[config.mk]
export PLATFORM = sky130hd
export DESIGN_NAME = cvt_dma_addr
export DESIGN_NICKNAME = d
export VERILOG_FILES = /design/src/rtl/cvt_dma_pkg.sv /design/src/rtl/cvt_seq_pacer.sv /design/src/rtl/cvt_region_ptr.sv /design/src/rtl/cvt_linear_ptr.sv /design/src/rtl/cvt_dma_addr.sv
export SDC_FILE = /design/constraint.sdc
export NUM_CORES = 1
export LEC_CHECK = 0
export BUFFER_PORTS_ARGS = -buffer_cell sky130_fd_sc_hd__buf_2
export CAP_MARGIN = 20
export CORE_MARGIN = 3
export CORE_UTILIZATION = 56
export CTS_CLUSTER_DIAMETER = 100
export DETAILED_ROUTE_END_ITERATION = 16
export PLACE_DENSITY = 0.89
export SETUP_SLACK_MARGIN = 0.02
export SYNTH_ARGS = -nofsm -noshare
export SYNTH_HDL_FRONTEND = slang
export SYNTH_SLANG_ARGS = --single-unit
[constraint.sdc]
create_clock -name clk_i -period 2.6 [get_ports clk_i]
set_clock_uncertainty 0.2 [all_clocks]
set_input_delay 0 -clock clk_i [delete_from_list [all_inputs] [get_ports clk_i]]
set_output_delay 0 -clock clk_i [all_outputs]
set_load 0.01 [all_outputs]
[src/rtl/cvt_dma_pkg.sv]
package cvt_dma_pkg;
  localparam int unsigned NUM_INPUTS = 32;
  localparam int unsigned IDX_W      = $clog2(NUM_INPUTS);
  localparam int unsigned LOG2_W     = 3;
  localparam int unsigned MAX_LOG2   = (1 << LOG2_W) - 1;
  localparam int unsigned ADDR_W     = IDX_W + MAX_LOG2;
  localparam int unsigned DIV_W      = 4;

  typedef enum logic {
    MODE_SCATTER = 1'b0,
    MODE_ORDERED = 1'b1
  } addr_mode_e;

  function automatic logic [MAX_LOG2-1:0] region_mask(input logic [LOG2_W-1:0] k);
    logic [MAX_LOG2:0] full;
    full = ({{MAX_LOG2{1'b0}}, 1'b1} << k) - 1'b1;
    return full[MAX_LOG2-1:0];
  endfunction
endpackage

[src/rtl/cvt_seq_pacer.sv]
module cvt_seq_pacer #(
  parameter int unsigned CNT_W = 4
) (
  input  logic             clk_i,
  input  logic             rst_ni,
  input  logic             clr_i,
  input  logic             en_i,
  input  logic             seq_done_i,
  input  logic [CNT_W-1:0] div_i,
  output logic             step_o
);
  logic [CNT_W-1:0] cnt_q;

  assign step_o = en_i & seq_done_i & (cnt_q == div_i);

  always_ff @(posedge clk_i or negedge rst_ni) begin
    if (!rst_ni)                cnt_q <= '0;
    else if (clr_i)             cnt_q <= '0;
    else if (step_o)            cnt_q <= '0;
    else if (en_i & seq_done_i) cnt_q <= cnt_q + 1'b1;
  end
endmodule

[src/rtl/cvt_region_ptr.sv]
module cvt_region_ptr
  import cvt_dma_pkg::*;
(
  input  logic                clk_i,
  input  logic                rst_ni,
  input  logic                clr_i,
  input  logic                step_i,
  input  logic [LOG2_W-1:0]   log2_i,
  output logic [MAX_LOG2-1:0] ptr_o
);
  logic [MAX_LOG2-1:0] mask;
  assign mask = region_mask(log2_i);

  always_ff @(posedge clk_i or negedge rst_ni) begin
    if (!rst_ni)      ptr_o <= '0;
    else if (clr_i)   ptr_o <= '0;
    else if (step_i)  ptr_o <= (ptr_o + 1'b1) & mask;
  end
endmodule

[src/rtl/cvt_linear_ptr.sv]
module cvt_linear_ptr #(
  parameter int unsigned W = 12
) (
  input  logic         clk_i,
  input  logic         rst_ni,
  input  logic         clr_i,
  input  logic         adv_i,
  input  logic [W-1:0] last_i,
  output logic [W-1:0] ptr_o
);
  always_ff @(posedge clk_i or negedge rst_ni) begin
    if (!rst_ni)    ptr_o <= '0;
    else if (clr_i) ptr_o <= '0;
    else if (adv_i) ptr_o <= (ptr_o == last_i) ? '0 : ptr_o + 1'b1;
  end
endmodule

[src/rtl/cvt_dma_addr.sv]
module cvt_dma_addr
  import cvt_dma_pkg::*;
(
  input  logic              clk_i,
  input  logic              rst_ni,
  input  logic              enable_i,
  input  logic              ordered_mode_i,
  input  logic [LOG2_W-1:0] region_log2_i,
  input  logic [DIV_W-1:0]  seq_div_i,
  input  logic [ADDR_W-1:0] lin_last_i,
  input  logic              result_vld_i,
  input  logic [IDX_W-1:0]  input_idx_i,
  input  logic              seq_done_i,
  output logic [ADDR_W-1:0] addr_o,
  output logic              addr_vld_o
);
  addr_mode_e mode;
  logic clr, accept, sg_run, step;
  logic [MAX_LOG2-1:0] region_ptr;
  logic [ADDR_W-1:0]   lin_ptr, sg_addr, addr_d;

  assign mode   = addr_mode_e'(ordered_mode_i);
  assign clr    = ~enable_i;
  assign accept = enable_i & result_vld_i;
  assign sg_run = enable_i & (mode == MODE_SCATTER);

  cvt_seq_pacer #(.CNT_W(DIV_W)) u_pacer (
    .clk_i      (clk_i),
    .rst_ni     (rst_ni),
    .clr_i      (clr),
    .en_i       (sg_run),
    .seq_done_i (seq_done_i),
    .div_i      (seq_div_i),
    .step_o     (step)
  );

  cvt_region_ptr u_region (
    .clk_i  (clk_i),
    .rst_ni (rst_ni),
    .clr_i  (clr),
    .step_i (step),
    .log2_i (region_log2_i),
    .ptr_o  (region_ptr)
  );

  cvt_linear_ptr #(.W(ADDR_W)) u_linear (
    .clk_i  (clk_i),
    .rst_ni (rst_ni),
    .clr_i  (clr),
    .adv_i  (accept & (mode == MODE_ORDERED)),
    .last_i (lin_last_i),
    .ptr_o  (lin_ptr)
  );

  // region base from index, slot from shared pointer
  assign sg_addr = (ADDR_W'(input_idx_i) << region_log2_i)
                 | ADDR_W'(region_ptr & region_mask(region_log2_i));
  assign addr_d  = (mode == MODE_ORDERED) ? lin_ptr : sg_addr;

  always_ff @(posedge clk_i or negedge rst_ni) begin
    if (!rst_ni) begin
      addr_o     <= '0;
      addr_vld_o <= 1'b0;
    end else if (clr) begin
      addr_o     <= '0;
      addr_vld_o <= 1'b0;
    end else begin
      addr_vld_o <= accept;
      if (accept) addr_o <= addr_d;
    end
  end
endmodule

---- Word level (Yosys, flattened, before mapping) ----
Cells that the tools add are included.
operators by class
  $add $sub $neg .......................... 4
  equality and inequality tests ........... 6
  shift operators ......................... 2
  multiplexer cells ....................... 12
  bitwise operators ....................... 9
operator list
  operator                                                                  number
  12-bit two-way mux                                                        6
  7-bit AND                                                                 2
  7-bit two-way mux                                                         2
  12-bit by 1-bit adder with 12-bit output (second input constant)          1
  12-bit == test                                                            1
  4-bit two-way mux                                                         3
  12-bit by 7-bit bitwise OR with 12-bit output                             1
  5-bit by 3-bit left shift with 12-bit output                              1
  7-bit by 1-bit adder with 7-bit output (second input constant)            1
  1-bit by 3-bit left shift with 7-bit output (first input constant)        1
  7-bit by 1-bit subtractor with 7-bit output (second input constant)       1
  2-bit by 1-bit inequality test with 1-bit output (second input constant)  3
  1-bit AND                                                                 5
  4-bit by 1-bit adder with 4-bit output (second input constant)            1
  4-bit == test                                                             1
  3-bit by 1-bit inequality test with 1-bit output (second input constant)  1
  1-bit two-way mux                                                         1
  1-bit inverter                                                            1
storage, ports and cells
  register bits after elaboration ......... 36
  input port bits ......................... 30
  output and inout bits ................... 13
  word-level logic and storage cells ...... 38

---- Longest topological paths before layout ----
Gate-level depths: netlist (run 1).
  depth after elaboration ................. 7
  depth in mapped cells ................... 7
  mapped depth without buffers ............ 6

---- Cells and area by module ----
From an unflattened synthesis (run 1), not the netlist that was laid out.
unflattened totals
  cell total of the unflattened synthesis .. 293
  area, all modules ....................... 2524.9 um^2
modules (own cells, without submodules)
  module          times used  cells an instance  area each (um^2)
  cvt_dma_addr    1           109                919.6
  cvt_linear_ptr  1           101                877.1
  cvt_region_ptr  1           50                 444.2
  cvt_seq_pacer   1           33                 284.0

---- Worst setup path after synthesis (run 1) ----
Ideal clock, no wire load.
  kind .................................... reg2reg
  start point ............................. register u_linear.ptr_o[0]
  end point ............................... register u_linear.ptr_o[6]
  setup time .............................. 65 ps
  arrival time ............................ 1621 ps
  required time ........................... 2335 ps
  slack ................................... 714 ps
  cell stages (with the launch flop) ...... 7
  clock period less this slack ............ 1886 ps
  path through ............................ dfrtp_1 ha_1 nand2_1 or3_1 or4_1 a21oi_1 a31o_2
between the ends
  cells in the longest elaborated chain, start to end .. 4
  elaborated cells on any way between the ends .. 5
RTL lines
  what                                                                               line                  text
  from (decl)                                                                        cvt_linear_ptr.sv:9   output logic [W-1:0] ptr_o
  from (signal assigned)                                                             cvt_linear_ptr.sv:14  else if (adv_i) ptr_o <= (ptr_o == last_i) ? '0 : ptr_o + 1'b1;
  12-bit by 1-bit adder with 12-bit output / 12-bit == test (equally long branches)  cvt_linear_ptr.sv:14
  12-bit two-way mux (*) (2 in a row)                                                cvt_linear_ptr.sv:14
  12-bit two-way mux (*)                                                             cvt_linear_ptr.sv:13  else if (clr_i) ptr_o <= '0;
Mark *: on every way between the ends. The rest lies on a longest branch, timed or not. The select of a mux whose other input is x is not followed.
A chain may end at the register's enable or synchronous reset.

---- Final worst setup path (run 1) ----
  start point ............................. register u_pacer.cnt_q[3]
  end point ............................... register u_region.ptr_o[4]
between the ends
  cells in the longest elaborated chain, start to end .. 3
RTL lines
  what                                                        line                  text
  from (decl)                                                 cvt_seq_pacer.sv:12   logic [CNT_W-1:0] cnt_q;
  from (signal assigned)                                      cvt_seq_pacer.sv:20   else if (en_i & seq_done_i) cnt_q <= cnt_q + 1'b1;
  4-bit == test                                               cvt_seq_pacer.sv:14   assign step_o = en_i & seq_done_i & (cnt_q == div_i);
  1-bit AND                                                   cvt_seq_pacer.sv:14
  2-bit by 1-bit inequality test with 1-bit output (no line)  --
  to (signal assigned)                                        cvt_region_ptr.sv:17  else if (step_i) ptr_o <= (ptr_o + 1'b1) & mask;
  to (decl)                                                   cvt_region_ptr.sv:9   output logic [MAX_LOG2-1:0] ptr_o
No other way between the ends.

==> results of run 1 <==
-- cells in the final DEF (no fill, tap or decap), drive strengths merged, types with 2 or more instances in the layout --
cell type,count
mux2,4
nand2,34
dfrtp,36
a41oi,2
o31ai,2
o21ai,24
o311ai,2
and3,5
ha,3
nor4,2
a32oi,3
nand4b,4
nand2b,6
a31o,3
nand4,5
xor2,3
or4,2
nor2,18
mux4,2
clkbuf,8
nor2b,4
o211ai,2
or3,6
buf,45
xnor2,14
nor3,12
a31oi,2
o21a,2
mux2i,6
and2,5
dlygate4sd3,9
o221ai,3
nand3,16
a21oi,15
inv,4
-- worst reg2reg max path, cell delays in order, from the launching register on --
cell and delay (ns):
dfrtp_1 0.42, xor2_1 0.17, nor3_2 0.28, nand3_2 0.32
nand3_1 0.18, o31ai_1 0.07, dlygate4sd3_1 0.55
-- flip-flops by register name, indices dropped and copies added, names as in the netlist --
name,count
u_linear.ptr_o,12
u_pacer.cnt_q,4
addr_vld_o,1
addr_o,12
u_region.ptr_o,7
-- area by class of cell --
class                           count  share of cell area
Multi-Input combinational cell    223               0.506
Inverter                            4             0.00533
Sequential cell                    36               0.320
Clock buffer                        8              0.0320
Timing Repair Buffer               54               0.115
Tap cell                           50              0.0222
-- worst paths after layout --
kind,endpoint,cells past startpoint,from
max reg2reg,u_region.ptr_o[4]$_DFFE_PN0P_,6,u_pacer.cnt_q[3]$_DFFE_PN0P_
max in group asynchronous,u_region.ptr_o[0]$_DFFE_PN0P_,2,rst_ni
min,u_pacer.cnt_q[1]$_DFFE_PN0P_,4,ordered_mode_i
max,u_region.ptr_o[4]$_DFFE_PN0P_,6,u_pacer.cnt_q[3]$_DFFE_PN0P_
min in group asynchronous,addr_o[2]$_DFFE_PN0P_,2,rst_ni
min reg2reg,addr_o[2]$_DFFE_PN0P_,2,addr_o[2]$_DFFE_PN0P_
-- stage by stage --
step	cell area, µm²	util
2_1_floorplan	2450	-
3_3_place_gp	2640	0.641
3_5_place_dp	2640	0.641
4_1_cts	2820	0.684
5_1_grt	2820	0.684
6_report	2820	0.684
-- logic make-up after synthesis --
kind of cell	share of synthesized area
compound gates	0.181
xor+xnor	0.0609
fa+ha+maj	0.0153
buf+inv	0.0491
flops	0.368
mux	0.0614
simple gates	0.264
-- layer usage --
layer	track usage	up-vias	part of all wire
met2	0.371	123	0.47
met1	0.347	1128	0.43
li1	-	1124	-
met3	0.0596	14	0.085
met5	0	-	0
met4	0.0647	0	0.017
-- power groups by stage --
| stage | registers [W] | clock network (W) | logic [W] |
|---|---|---|---|
| 4_1_cts | 0.000584 | 0.000426 | 0.000190 |
| 3_3_place_gp | 0.000594 | 0 | 0.000177 |
| 2_1_floorplan | 0.000598 | 0 | 0.000106 |
| 5_1_grt | 0.000586 | 0.000455 | 0.000212 |
| 6_report | 0.000584 | 0.000423 | 0.000191 |
| 3_5_place_dp | 0.000595 | 0 | 0.000180 |
==> key figures, run 1 <==
Outcome
  – Outcome: finished clean

Die
  – Initial Utilization: 0.594
  – I/O Pins: between 40 and 50
  – Row count: 23
  – Die area: slightly above 5000 µm²
  – Die H: 72.1 µm
  – Core Region: 4120 µm²
  – Width of the die: a little over 70 µm

Timing
  – Fin Hold WS: 0.0270 ns
  – Unrepaired setup endpoints after global routing: no
  – F_max: about 430 MHz
  – Setup_tns: 0 ns
  – Rel. slew slack: 0.451
  – Period utilization: 0.892
  – Hold Violations, Final: 0
  – Final setup vio count: 0
  – Fin worst setup slack: between 0.2 and 0.3 ns
  – Slew Limit Fails: 0
  – Worst-margin pin slew: slightly above 0.8 ns
  – Min Tclk post-route: roughly 2.3 ns

Clock network
  – Clock insertion delay at the later pin of the skew report: approximately 0.3 ns
  – TritonCTS Buffers: 5
  – Clock buffer depth: 2
  – Clock Pin Slew Worst Setup and Hold Paths: ~0.070 ns
  – Post-CTS Resized: 0
  – CTS tree: built
  – Root Buffer: clkbuf_8
  – CTS H-tree lvls: 2
  – Post-CTS Setup Bufs: 0
  – Cts hold-fix bufs: 9
  – # clock sinks: 36

Logic synthesis
  – Top post-synthesis cells by area: dfrtp_1, nand2_1, xnor2_1
  – Most frequent cell after synthesis: dfrtp_1
  – Post-Synthesis Cells: about 280
  – Yosys cell types: 52
  – Main synth FF type: dfrtp_1
  – Register bit count reported by yosys: 36
  – Yosys top cell area share: 0.368
  – Sequential fraction of the synthesis area: 0.368
  – Cell area after synthesis: between 2000 and 2500 µm²
  – Top cells by count, synth: dfrtp_1, nand2_1, o21ai_0
  – Synth Net Count: 317
  – Number of synthesized flops with an enable pin: 0
  – Yosys top cell by area: dfrtp_1
  – Post-synth ARST share: 1.00
  – Ys Warns: 0
  – Mapped Avg Cell Area: between 8 and 9 µm²

Power and ir drop
  – NetSw: 0.000330 W
  – Max VDD drop: approximately 0.28 mV
  – Pwr Density: around 430 nW/µm²
  – Sw Share: 0.275
  – Pint: between 0.0008 and 0.0009 W
  – Leakage power: approximately 1.2 nW
  – Power share of the clock group: 0.353
  – Reg power frac: 0.488
  – PnR Total Power: approximately 0.0012 W
  – Logic pwr share: 0.159

Worst setup path
  – Cell Chain, Critical Path: xor2_1, nor3_2, nand3_2, nand3_1, o31ai_1, dlygate4sd3_1
  – Crit path max fanout: 17
  – Crit Path Class: reg -> reg
  – WP data required: roughly 2.6 ns
  – Flop2flop setup slack: about 0.28 ns
  – WP data arrival: around 2.3 ns
  – CP Buf/Inv Count: 1
  – Crit end category: flip-flop
  – Critical path's slowest cell: dlygate4sd3_1
  – CP delay by family, top: simple AND/OR/NAND/NOR gates
  – Setup crit start kind: flip-flop
  – CP peak stage delay: about 0.55 ns

Placed design
  – GPL Wtd Cong: 0.895
  – IO buf count: between 40 and 50
  – Total placed cells including tap cells: 358
  – Detailed Place HPWL: between 4 and 5 mm
  – Pre-CTS setup slack: approximately 0.46 ns

Worst hold path
  – Type of the tightest min-delay check: in -> reg

GRT
  – Pin count of the biggest net entering global routing: 37
  – Initial antenna violation count: 0
  – Vias in the first global route: between 2000 and 2500
  – Congestion Overflow GR: 0
  – First-pass GRT wire length: 10.0 mm
  – GRT Total Usage: 0.243

Layout
  – Ant diodes: 0
  – Nets: about 360
  – P&R area growth vs syn: 15.1%
  – Sequential cell area: between 900 and 1000 µm²
  – # fillers: about 330
  – Layout cells sized above 1: 0.200
  – Multi-input gate area in the final layout: ~1400 µm²
  – Layout Cells excl Fill: between 300 and 400

Route
  – Vias: approximately 2400
  – Drt wl/cell: 15.8 µm
  – DRC Markers: 0
  – DR iter-0 viols: approximately 240
  – Via density: 6.37
  – Pre-Repair DR Iteration Count: 5
  – Final ANT Viol Nets: 0
  – Detailed Route WL: just under 6 mm

Job
  – Max-Cap Viols: 0
Note: power is estimated with default switching activity, not from simulation.
==> run 2, diff against run 1 <==
GPL_TIMING_DRIVEN = 0   (was not set)
PLACE_DENSITY = 0.85   (was 0.89)
SYNTH_HIERARCHICAL = 1   (was not set)
==> run 2 against run 1 <==
  * Register-to-register slack got worse by 0.07 ns
  * Final cell count grew 7.5%
  * Synthesized area is 3.2% higher
  * Cell area grew 7.2%
  * Global-route usage rose by 1.6 points
  * Clock-buffer cell count shrank 3
  * Fmax shrank 2.8%
  * First-iteration DRC count increased by 18%
  * Largest power group unchanged
  * The run now ends with hold timing left
  * Die area grew 2.9%
  * Highest routed layer unchanged
  * Clock power is 18% higher
  * Critical endpoint is now u_region/ptr_o[5]$_DFFE_PN0P_
==> key figures, run 2 <==
Timing
  – Rel. slew slack: 0.451
  – Slew Limit Fails: 0
  – Fin worst setup slack: ~0.21 ns
  – Final setup vio count: 0
  – Hold Violations, Final: 1
  – Unrepaired setup endpoints after global routing: no
  – Min Tclk post-route: 2.39 ns
  – Period utilization: 0.917
  – F_max: approximately 420 MHz
  – Worst-margin pin slew: between 0.8 and 0.9 ns
  – Setup_tns: 0 ns
  – Fin Hold WS: -0.00133 ns

Outcome
  – Outcome: finished with violations
  – Failing checks: hold timing

Power and ir drop
  – Leakage power: around 1.3 nW
  – Pwr Density: 422 nW/µm²
  – Max VDD drop: 0.269 mV
  – PnR Total Power: roughly 0.0013 W

Logic synthesis
  – Xor/xnor share of the synthesized area: 0.0555
  – Register bit count reported by yosys: 36
  – Mapped Avg Cell Area: 8.62 µm²
  – Post-synthesis mux area share: 0.0555
  – Adder-Cell Fraction of Synth Area: 0.0149
  – Yosys top cell by area: dfrtp_1
  – Top cells by count, synth: dfrtp_1, nand2_1, nor2_1
  – Yosys top cell area share: 0.357
  – Main synth FF type: dfrtp_1
  – Largest family of logic cells by synthesized area: simple AND/OR/NAND/NOR gates
  – Top post-synthesis cells by area: dfrtp_1, nand2_1, xor2_1
  – Cell area after synthesis: 2520 µm²
  – Synth Net Count: 326
  – Sequential fraction of the synthesis area: 0.357
  – Yosys cell types: 63
  – Post-synth ARST share: 1.00
  – Synth Area in Compound Gates: 0.194
  – Post-Synth Simple-Gate Area: 0.271
  – Ys Warns: 6
  – Post-Synthesis Cells: roughly 290
  – Number of synthesized flops with an enable pin: 0
  – Most frequent cell after synthesis: dfrtp_1

Route
  – Pre-Repair DR Iteration Count: 5
  – Via density: 6.25
  – Drt wl/cell: 16.3 µm
  – Detailed Route WL: about 6.6 mm
  – Final ANT Viol Nets: 0
  – DRC Markers: 0
  – Vias: between 2000 and 3000
  – DR iter-0 viols: between 200 and 300

Layout
  – Commonest non-fill, non-tap cell in the layout: buf_2
  – Nets: 385
  – P&R area growth vs syn: 19.6%
  – Most frequent cells in the layout: buf_2, dfrtp_1, nand2_1
  – Ant diodes: 0
  – Biggest regs: addr_o: 12 flops, u_linear/ptr_o: 12 flops, u_region/ptr_o: 7 flops
  – Layout cells sized above 1: 0.229
  – Layout Cells excl Fill: about 400

Worst hold path
  – Hold depth: 5
  – Type of the tightest min-delay check: in -> reg
  – Hold Path Origin: input_idx_i[1]

Worst setup path
  – Cell Chain, Critical Path: xnor2_1, nand4_2, nor2_1, nand4_1, or4_1, a21oi_1
  – Worst Reg2Reg Path Length in Cells: 6
  – Crit Path Class: reg -> reg
  – Setup crit start kind: flip-flop
  – Reg2reg start: u_pacer/cnt_q[0]$_DFFE_PN0P_
  – Crit end category: flip-flop
  – CP peak stage delay: 0.49 ns
  – Worst setup path start: u_pacer/cnt_q[0]$_DFFE_PN0P_
  – Crit path max fanout: 6
  – WP data arrival: 2.40 ns
  – WP data required: between 2 and 3 ns
  – Critical path's slowest cell: or4_1
  – Flop2flop setup slack: approximately 0.21 ns

GRT
  – Vias in the first global route: 2357
  – Congestion Overflow GR: 0
  – First-pass GRT wire length: between 10 and 15 mm
  – GRT Total Usage: 0.260
  – Initial antenna violation count: 0
  – Pin count of the biggest net entering global routing: 37

Clock network
  – Clock buffer depth: 2
  – Root Buffer: clkbuf_8
  – TritonCTS Buffers: 5
  – Clock Pin Slew Worst Setup and Hold Paths: ~0.080 ns
  – Cts hold-fix bufs: 12
  – CTS H-tree lvls: 2
  – Post-CTS Setup Bufs: 0
  – CTS tree: built
  – Clock insertion delay at the later pin of the skew report: ~0.30 ns
  – Post-CTS Resized: 0
  – # clock sinks: 36

Die
  – Initial Utilization: 0.605
  – Row count: 23
  – Die area: about 5400 µm²
  – Width of the die: between 70 and 80 µm
  – Core Region: 4170 µm²
  – I/O Pins: 43
  – Die H: around 73 µm

Placed design
  – Detailed Place HPWL: 4.62 mm
  – IO buf count: 40
  – Total placed cells including tap cells: 383
  – Pre-CTS setup slack: 0.106 ns
  – GPL Wtd Cong: just over 0.9

Job
  – Max-Cap Viols: 0
-- run 2: cell types whose count changed in the layout (fill, tap and decap cells not counted), moves of 4 or more --
cell,before,now
xnor2_1,14,4
nor2b_1,4,9
o21ai_0,24,17
and2_1,5,1
inv_1,4,10
nor3_1,10,4
or3_1,5,1
xor2_1,3,12
o22ai_1,0,4
a31oi_1,2,13
buf_2,42,50
-- run 2: cell type report --
class / instances / area (µm²)
buffer: 17 / 92.6
tap: 50 / 62.6
inverter: 11 / 41.3
timing repair buffer: 52 / 320
fill: 308 / 1150
multi-input combinational: 229 / 1490
clock inverter: 3 / 42.5
sequential: 36 / 901
clock buffer: 5 / 68.8
-- run 2: routing by layer --
metal | part of all wire | global-route usage | routed length [µm]
met1 | 0.44 | 0.364 | 2870
met2 | 0.48 | 0.399 | 3130
met3 | 0.068 | 0.0523 | 449
met4 | 0.021 | 0.0881 | 136
met5 | 0 | 0 | 0
-- run 2: critical path: cells and delay by family, from the launching register on --
family,cells,cell delay (ns)
AOI/OAI and AO/OA,1,0.16
DFF,1,0.44
xor gates and xnor gates,1,0.27
and+or+nand+nor,4,1.23
-- run 2: through the flow --
step,instance area (µm²),utilization
2_1_floorplan,2520,-
3_3_place_gp,2790,0.668
3_5_place_dp,2790,0.668
4_1_cts,3020,0.724
5_1_grt,3020,0.724
6_report,3020,0.724
-- run 2: worst paths after layout --
check,endpoint
max reg2reg,u_region/ptr_o[5]$_DFFE_PN0P_
min in group asynchronous,u_region/ptr_o[2]$_DFFE_PN0P_
max in group asynchronous,addr_o[6]$_DFFE_PN0P_
min,addr_o[2]$_DFFE_PN0P_
max,u_region/ptr_o[5]$_DFFE_PN0P_
min reg2reg,addr_o[0]$_DFFE_PN0P_
-- run 2: cells by family (layout without fill, tap and decap cells) --
kind of cell / after synthesis / after routing
AND/OR/NAND/NOR: 124 / 124
multiplexers: 12 / 12
buffers and inverters: 28 / 88
AO/OA/AOI/OAI: 74 / 74
flip-flops: 36 / 36
adder cells (fa/ha/maj): 3 / 3
XOR/XNOR: 16 / 16
-- run 2: power breakdown --
group          internal [W]  total (W)  switching (W)
clock              0.000284   0.000500       0.000216
combinational     0.0000809   0.000192       0.000111
sequential         0.000571   0.000582      0.0000110
==> run 3, diff against run 2 <==
CORE_UTILIZATION = 36   (was 56)
PLACE_DENSITY = 0.6   (was 0.85)
==> run 3 against run 2 <==
  * The run now ends clean
  * Non-clock buffer count did not move
  * Wire length fell by 0.82%
  * Worst setup slack improved by 0.052 ns
  * Cell area rose by 1.2%
  * First-iteration DRC count fell by 44%
  * Total power fell by 6.1%
  * Final cell count rose by 11%
  * Sequential power barely moved
  * Clock power fell by 15%
  * Die area rose by 51%
  * Global-route usage fell by 9.3 points
  * Register-to-register slack improved by 0.05 ns
  * Largest cell class unchanged
  * Highest routed layer unchanged
==> key figures, run 3 (synthesis gave the netlist of run 2 again) <==
GRT
  – GR met3 Demand/Resource: 0.0326
  – Initial antenna violation count: 0
  – Met2 Use GR: 0.256
  – Gr busiest metal: met2
  – Congestion Overflow GR: 0
  – First-pass GRT wire length: around 11 mm
  – Vias in the first global route: ~2300
  – Met1 usage: 0.238
  – GRT Total Usage: 0.167
  – Pin count of the biggest net entering global routing: 37

Power and ir drop
  – Power share of the clock group: 0.354
  – Reg power frac: 0.487
  – Max VDD drop: around 0.21 mV
  – Sw Share: 0.278
  – NetSw: roughly 0.00033 W
  – Pint: 0.000863 W
  – Logic pwr share: 0.159
  – Pwr Density: just under 400 nW/µm²
  – Leakage power: approximately 1.3 nW

Clock network
  – Clock insertion delay at the later pin of the skew report: 0.30 ns
  – Clock Pin Slew Worst Setup and Hold Paths: ~0.070 ns
  – TritonCTS Buffers: 5
  – Post-CTS Resized: 0
  – Post-CTS Setup Bufs: 0
  – CTS tree: built
  – # clock sinks: 36
  – Clock buffer depth: 2
  – Root Buffer: clkbuf_8
  – CTS H-tree lvls: 2

Die
  – I/O Pins: 43
  – Core Region: around 6600 µm²
  – Die area: approximately 8100 µm²
  – Die H: ~90 µm
  – Initial Utilization: 0.384
  – Row count: 29
  – Width of the die: about 90 µm

Outcome
  – Outcome: finished clean

Worst setup path
  – Setup crit start kind: flip-flop
  – Crit Path Class: reg -> reg
  – Crit end category: flip-flop
  – WP data required: roughly 2.6 ns
  – Reg2reg start: u_pacer/cnt_q[0]$_DFFE_PN0P_
  – CP peak stage delay: between 0.5 and 0.6 ns
  – Critical path's slowest cell: or4_1
  – FF-to-FF End: u_region/ptr_o[5]$_DFFE_PN0P_
  – WP data arrival: approximately 2.4 ns
  – Cell Chain, Critical Path: xnor2_1, nand4_2, nor2_1, nand4_1, or4_1, a21oi_1
  – Worst Reg2Reg Path Length in Cells: 6
  – Flop2flop setup slack: 0.27 ns
  – Crit path max fanout: 6

Job
  – Max-Cap Viols: 0

Route
  – Detailed Route WL: 6.53 mm
  – DRC Markers: 0
  – Pre-Repair DR Iteration Count: 4
  – Vias: between 2000 and 2500
  – Drt wl/cell: between 10 and 15 µm
  – Via density: ~5.4
  – Final ANT Viol Nets: 0
  – DR iter-0 viols: about 160

Timing
  – Period utilization: 0.898
  – Setup_tns: 0 ns
  – Hold Violations, Final: 0
  – Unrepaired setup endpoints after global routing: no
  – F_max: 429 MHz
  – Rel. slew slack: 0.448
  – Slew Limit Fails: 0
  – Min Tclk post-route: 2.33 ns
  – Final setup vio count: 0
  – Worst-margin pin slew: ~0.83 ns

Layout
  – Layout cells sized above 1: 0.229
  – Commonest non-fill, non-tap cell in the layout: buf_2
  – Biggest regs: addr_o: 12 flops, u_linear/ptr_o: 12 flops, u_region/ptr_o: 7 flops
  – Fin area: roughly 3000 µm²
  – Nets: between 300 and 400
  – Ant diodes: 0
  – P&R area growth vs syn: 21.0%
  – Most frequent cells in the layout: buf_2, dfrtp_1, nand2_1

Placed design
  – Detailed Place HPWL: approximately 4.8 mm
  – Placed Area: 2840 µm²
  – GPL Wtd Cong: ~0.85
  – IO buf count: 40

Worst hold path
  – Hold depth: 5
  – Hold EP: addr_o[2]$_DFFE_PN0P_
  – Type of the tightest min-delay check: in -> reg
  – Hold Path Origin: input_idx_i[1]
## run 3: changes by cell type in the layout (fill, tap and decap cells not counted)
cell,previous run,this run
clkinv_2,1,2
bufinv_16,1,0
clkbuf_8,5,6
clkinvlp_4,1,0
## run 3: worst max-delay path by stage
stage                                  from                       endpoint  slack, ns  cells after the start
5_1_grt        u_pacer/cnt_q[0]$_DFFE_PN0P_  u_region/ptr_o[5]$_DFFE_PN0P_       0.06                      6
4_1_cts        u_pacer/cnt_q[0]$_DFFE_PN0P_  u_region/ptr_o[5]$_DFFE_PN0P_       0.28                      6
3_5_place_dp                       enable_i  u_region/ptr_o[5]$_DFFE_PN0P_       0.08                      8
6_report       u_pacer/cnt_q[0]$_DFFE_PN0P_  u_region/ptr_o[5]$_DFFE_PN0P_       0.27                      6
2_1_floorplan  u_pacer/cnt_q[0]$_DFFE_PN0P_  u_region/ptr_o[5]$_DFFE_PN0P_       0.59                      6
3_3_place_gp                       enable_i  u_region/ptr_o[5]$_DFFE_PN0P_       0.08                      8
## run 3: worst max-delay path, delay by kind of cell, from the launching register on
| family | cells | cell delay [ns] |
|---|---|---|
| flip-flops | 1 | 0.43 |
| XOR/XNOR | 1 | 0.25 |
| AO/OA/AOI/OAI | 1 | 0.16 |
| AND/OR/NAND/NOR | 4 | 1.22 |
## run 3: cell type report
cell class | count | area [µm²]
Fill cell | 678 | 3510
Sequential cell | 36 | 901
Clock inverter | 2 | 10.0
Buffer | 17 | 92.6
Tap cell | 93 | 116
Inverter | 11 | 41.3
Timing Repair Buffer | 52 | 320
Multi-Input combinational cell | 229 | 1490
Clock buffer | 6 | 82.6
## run 3: repair_timing
action | CTS | global route
endpoints found under the hold margin | 54 | 0
hold buffers | 12 | 0
setup endpoints to repair | 0 | 0
## run 3: per-stage QoR
step / setup slack [ns] / utilization / std cells / hold slack (ns) / power, W
floorplan: 0.586 / - / 293 / -0.496 / 0.000694
global placement: 0.0751 / 0.433 / 426 / -0.0533 / 0.000770
detailed placement: 0.0827 / 0.433 / 426 / -0.0407 / 0.000771
CTS: 0.285 / 0.465 / 446 / 0.00784 / 0.00121
global route: 0.0613 / 0.465 / 446 / 0.0464 / 0.00126
finish: 0.266 / 0.465 / 446 / 0.0149 / 0.00120
## run 3: power by group through the flow
stage	combinational (W)	clock (W)	sequential [W]
2_1_floorplan	0.000100	0	0.000594
3_5_place_dp	0.000178	0	0.000593
4_1_cts	0.000192	0.000435	0.000582
3_3_place_gp	0.000176	0	0.000593
6_report	0.000190	0.000424	0.000582
5_1_grt	0.000213	0.000465	0.000584
## run 3: per-layer routing
layer	up-vias	share of wire
met1	1136	0.48
met4	0	0.013
met2	61	0.46
met5	-	0
met3	8	0.052
li1	1189	-
